## src/rtl/irq_latch_agg.sv

```systemverilog
module irq_latch_agg #(
  parameter int N  = 32,
  parameter int AW = 3
) (
  input  logic          clk,
  input  logic          rst_n,
  input  logic [N-1:0]  src_i,
  input  logic          rd_en,
  input  logic          wr_en,
  input  logic [AW-1:0] addr,
  input  logic [31:0]   wdata,
  output logic [31:0]   rdata,
  output logic          irq_o
);
  localparam logic [AW-1:0] A_STAT = AW'(0);
  localparam logic [AW-1:0] A_SSET = AW'(1);
  localparam logic [AW-1:0] A_SCLR = AW'(2);
  localparam logic [AW-1:0] A_MASK = AW'(3);
  localparam logic [AW-1:0] A_MSET = AW'(4);
  localparam logic [AW-1:0] A_MCLR = AW'(5);

  logic [N-1:0] src_q, status, mask;
  logic [N-1:0] rise, wbits, pend;
  logic         sset, sclr, mset, mclr;
  logic [31:0]  rd_mux;

  assign wbits = wdata[N-1:0];
  assign rise  = src_i & ~src_q;
  assign pend  = status & ~mask;
  assign sset  = wr_en && (addr == A_SSET);
  assign sclr  = wr_en && (addr == A_SCLR);
  assign mset  = wr_en && (addr == A_MSET);
  assign mclr  = wr_en && (addr == A_MCLR);

  always_comb begin
    case (addr)
      A_STAT:  rd_mux = 32'(status);
      A_MASK:  rd_mux = 32'(mask);
      default: rd_mux = '0;
    endcase
  end

  always_ff @(posedge clk) begin
    if (!rst_n) begin
      src_q  <= '1;
      status <= '0;
      mask   <= '1;
      irq_o  <= 1'b0;
      rdata  <= '0;
    end else begin
      src_q  <= src_i;
      status <= (status & ~(sclr ? wbits : '0)) | (sset ? wbits : '0) | rise;
      mask   <= (mask | (mset ? wbits : '0)) & ~(mclr ? wbits : '0);
      irq_o  <= |pend;
      if (rd_en) rdata <= rd_mux;
    end
  end

  assert_rise_latch_R2: assert property (@(posedge clk) disable iff (!rst_n)
    (|rise) |=> ((status & $past(rise)) == $past(rise)));

  assert_sticky_R3: assert property (@(posedge clk) disable iff (!rst_n)
    !sclr |=> (($past(status) & ~status) == '0));

  assert_clear_R4: assert property (@(posedge clk) disable iff (!rst_n)
    sclr |=> ((status & $past(wbits & ~rise)) == '0));

  assert_set_beats_clear_R5: assert property (@(posedge clk) disable iff (!rst_n)
    (sclr && |(rise & wbits)) |=> ((status & $past(rise & wbits)) == $past(rise & wbits)));

  assert_force_R6: assert property (@(posedge clk) disable iff (!rst_n)
    sset |=> ((status & $past(wbits)) == $past(wbits)));

  assert_mask_set_R7: assert property (@(posedge clk) disable iff (!rst_n)
    mset |=> ((mask & $past(wbits)) == $past(wbits)));

  assert_mask_clear_R7: assert property (@(posedge clk) disable iff (!rst_n)
    mclr |=> ((mask & $past(wbits)) == '0));

  assert_ignored_R9: assert property (@(posedge clk) disable iff (!rst_n)
    (wr_en && (addr == A_STAT || addr == A_MASK || addr > A_MCLR))
      |=> ((status == ($past(status) | $past(rise))) && $stable(mask)));

  assert_irq_needs_pending_R10: assert property (@(posedge clk) disable iff (!rst_n)
    irq_o |-> ($past(status) != '0));

  assert_mask_keeps_status_R11: assert property (@(posedge clk) disable iff (!rst_n)
    (mset && !sclr) |=> (($past(status) & ~status) == '0));
endmodule

```

## config.mk

```make
export PLATFORM = sky130hd
export DESIGN_NAME = irq_latch_agg
export DESIGN_NICKNAME = d
export VERILOG_FILES = /design/src/rtl/irq_latch_agg.sv
export SDC_FILE = /design/constraint.sdc
export NUM_CORES = 1
export LEC_CHECK = 0
export ABC_AREA = 1
export BUFFER_PORTS_ARGS = -buffer_cell sky130_fd_sc_hd__buf_2
export CAP_MARGIN = 20
export CORE_MARGIN = 5
export CORE_UTILIZATION = 50
export CTS_BUF_LIST = sky130_fd_sc_hd__clkbuf_4
export CTS_CLUSTER_SIZE = 12
export DETAILED_ROUTE_END_ITERATION = 10
export PLACE_DENSITY = 0.76
export SYNTH_ARGS = -nofsm -noshare
export SYNTH_HDL_FRONTEND = slang
export SYNTH_SLANG_ARGS = --single-unit
```

## constraint.sdc

```tcl
create_clock -name clk -period 1.1 [get_ports clk]
set_input_delay 0.33 -clock clk [delete_from_list [all_inputs] [get_ports clk]]
set_output_delay 0.33 -clock clk [all_outputs]
set_load 0.005 [all_outputs]
```

==> results.md <==
* Failing checks: negative setup slack
* Area of the core at roughly 0.011 sq mm
* Worst r2r src: mask[25]
* Drt pass-1 iters at 5
* Net Switching at ~2.4 mW
* Post-Syn Area at about 0.0056 sq mm
* CP endpoint kind: output port
* Final setup violation count at 33
* Worst path bufs/invs at 1
* Clock-pin slew on the worst setup and hold paths at 0.11 ns
* Crit-path max cell delay at 0.36 ns
* CP max stage cell: dfxtp_2
* Worst-case vdd ir drop at a little over 1000 uV
* Num CTS Buffers at 17
* Vias in the first global route at approximately 5000
* Area contributors post-synth: dfxtp_1 46%, o21ai_0 13%, nand2_1 9.6%
* Worst hold path type: input pin to flip-flop
* DR vias/cell at 4.87
* Post-Syn Nets at ~860
* Die area at approximately 0.013 sq mm
* Maximum clock frequency at between 0.7 and 0.8 GHz
* CP required at 0.77 ns
* Routed WL at roughly 14 mm
* Final-report hold violation count at 0
* Seq pwr share at between 50 and 60%
* Layout cells sized above 1 at between 20 and 25%
* Depth of the CTS H-tree at 4
* Status: finished, violations left
* Most frequent cell after synthesis: nand2_1
* Critical Path Source Type: flip-flop
* Reg2reg path depth at 7
* DR vias at 5253
* HPWL Detailed at 8.95 mm
* Number of port buffers at between 100 and 150
* P&R area growth vs syn at 25.7%
* Final std cells w/o fill at 1079
* Synth top area share at between 40% and 50%
* CP top delay family: flip-flops
* Worst hold endpoint: status[25]
* Row Count at 38
* Sink Count at 129
* Largest net degree at the start of global routing at 33
* Worst rel slew slack at about three quarters
* Post-synth EDFFs at 0
* Clock power share at between 20 and 30%
* RSZ-0062 raised after global routing: yes
* Hold depth at 3
* FF/Latch Area at about 0.0026 sq mm
* Clock tree root buffer cell: clkbuf_4
* Syn avg cell area at slightly above 7 sq um
* GRT overflow at 0
* Residual DRC at 0
* Max Cap Viol at 0
* First-pass GRT wire length at 22.8 mm
* Setup WS post-layout at -0.216 ns
* Ys Warns at 0
* Fraction of registers with async set/reset at 0%
* Initial antenna violation count at 0
* Min-delay src: wdata[25]
* Period utilization at 120%
* Routed len/inst at roughly 13 microns
* # diodes at 0
* Arrival time worst endpoint at around 1 ns
* Internal power at 6.36 mW
* Cell Chain, Critical Path: buf_2
* Slack of the worst reg-to-reg path at 0.11 ns
* Critical path depth in cells at 1
* Clk Latency, worst-skew pair at about 0.52 ns
* Die Ht at ~120 microns
* LEAKAGE at 3.67 nW
* 1st-iter DRT viols at 281
* Die X at 115 microns
* Final Skew at 0.0143 ns
* Area after DPL at 0.00632 sq mm
* CTS tree: yes
* Footprint of the multi-input gates at about 0.0022 sq mm
* Gate power share at 13.2%
* Post-route cell area at between 0.006 and 0.007 sq mm
* WS Path Type: flip-flop to output port
* GP Congestion at 0.830
* Worst r2r dst: irq_o
* Cell area power density at 1250 mW/mm^2
* Top cells by count, synth: 142 x nand2_1, 141 x o21ai_0, 137 x inv_1
* Post-synthesis cell count at slightly below 800
* Count of different cell masters after synthesis at 20
* Post-synth top flop: dfxtp_1
* Routed Antenna Nets at 0
* Sequential share of the synthesized area at between 40 and 50%
* Nets at 999
* Cells after DPL at ~1000
* I/O Pins at 104
* Final min period at around 1.3 ns
* Max clock buf depth at 2
* Area leader, netlist: dfxtp_1
* Synthesis-stage register bit count at about 130
* Slew Viols, Final at 0
* Crit Path Max Fanout at 2
* Fillers at a little under 1000
* Switching Share at 27.0%
* Starting Density at 51.1%
* Total GRT Usage at a little over a fifth
* Worst-Margin Slew at roughly 0.37 ns
[flip-flops by register name (all words and copies together), names as in the netlist]
name	flops
irq_o	1
mask	32
rdata	32
src_q	32
status	32
[power by group through the flow]
stage	Sequential, mW	Combinational (mW)	Clock [mW]
floorplan	5.10	0.576	0
global placement	5.11	1.00	0
detailed placement	5.12	1.02	0
CTS	5.03	1.12	2.57
global route	5.07	1.30	2.83
finish	5.03	1.15	2.53
[final cells by class]
class                           count  area share [%]
Tap cell                          140            2.51
Clock buffer                       20            2.15
Timing Repair Buffer              161            17.7
Sequential cell                   129            37.5
Multi-Input combinational cell    480            32.0
Clock inverter                     10           0.680
Inverter                          139            7.47
[layer usage]
layer | global-route usage, % | vias to the layer above | share of wire (%) | wire (microns)
met4 | 5.63 | 0 | 0.76 | 107
li1 | - | 2754 | - | -
met1 | 26.5 | 2316 | 43 | 5980
met2 | 36.7 | 173 | 49 | 6870
met5 | 0 | - | 0 | 0
met3 | 6.37 | 10 | 7.6 | 1070
[per-stage QoR]
stage | util, % | setup slack [ns] | hold WS [ns] | power, mW | TNS [ns]
floorplan | - | -0.0447 | 0.437 | 5.68 | -0.990
global placement | 58.1 | -0.168 | 0.469 | 6.12 | -12.64
detailed placement | 58.1 | -0.203 | 0.480 | 6.14 | -14.35
CTS | 63.2 | -0.238 | 0.000872 | 8.72 | -7.28
global route | 64.2 | -0.282 | 0.0400 | 9.19 | -8.60
finish | 64.2 | -0.216 | 0.0758 | 8.71 | -6.33
[placed cells by master (no fill, tap or decap)]
cell	netlist	layout
o21ai_0	141	141
nand2_1	142	141
inv_1	137	137
dfxtp_1	129	97
buf_2	11	90
nor2_1	76	75
or2_2	32	32
a31oi_1	32	32
dlygate4sd3_1	0	32
dfxtp_2	0	32
nand3_1	29	29
clkbuf_4	0	20
o21ai_1	19	19
buf_4	1	16
buf_6	6	13
buf_12	0	10
o22ai_1	5	5
clkinv_2	0	5
clkinv_1	0	4
inv_2	2	2
nor2_2	1	2
nand3_2	1	1
nor2_4	1	1
nand2_2	0	1
a21oi_1	1	1
clkinvlp_4	0	1
[repair_timing]
| item | CTS | global route |
|---|---|---|
| setup endpoints to repair | 33 | 34 |
| resized for setup | 36 | 11 |
| pin swaps | 0 | 2 |
| hold endpoints to repair | 28 | 4 |
| setup buffers | 3 | 0 |
| hold buffers | 28 | 4 |
[how the worst max path moves through the flow]
stage | startpoint | to | slack (ns)
global placement | addr[0] | status[19] | -0.17
global route | rdata[13] | rdata[13] | -0.28
finish | rdata[30] | rdata[30] | -0.22
floorplan | rst_n | status[10] | -0.04
detailed placement | addr[0] | status[28] | -0.20
CTS | rdata[9] | rdata[9] | -0.24
[cells by family (layout without fill, tap and decap cells)]
group	count (synthesis)	count (layout)	synth area share, %
DFF	129	129	46.4
AOI/OAI and AO/OA	198	198	18.7
buffers and inverters	181	330	13.5
and+or+nand+nor	282	282	21.4
(Power assumes the default switching activity.)
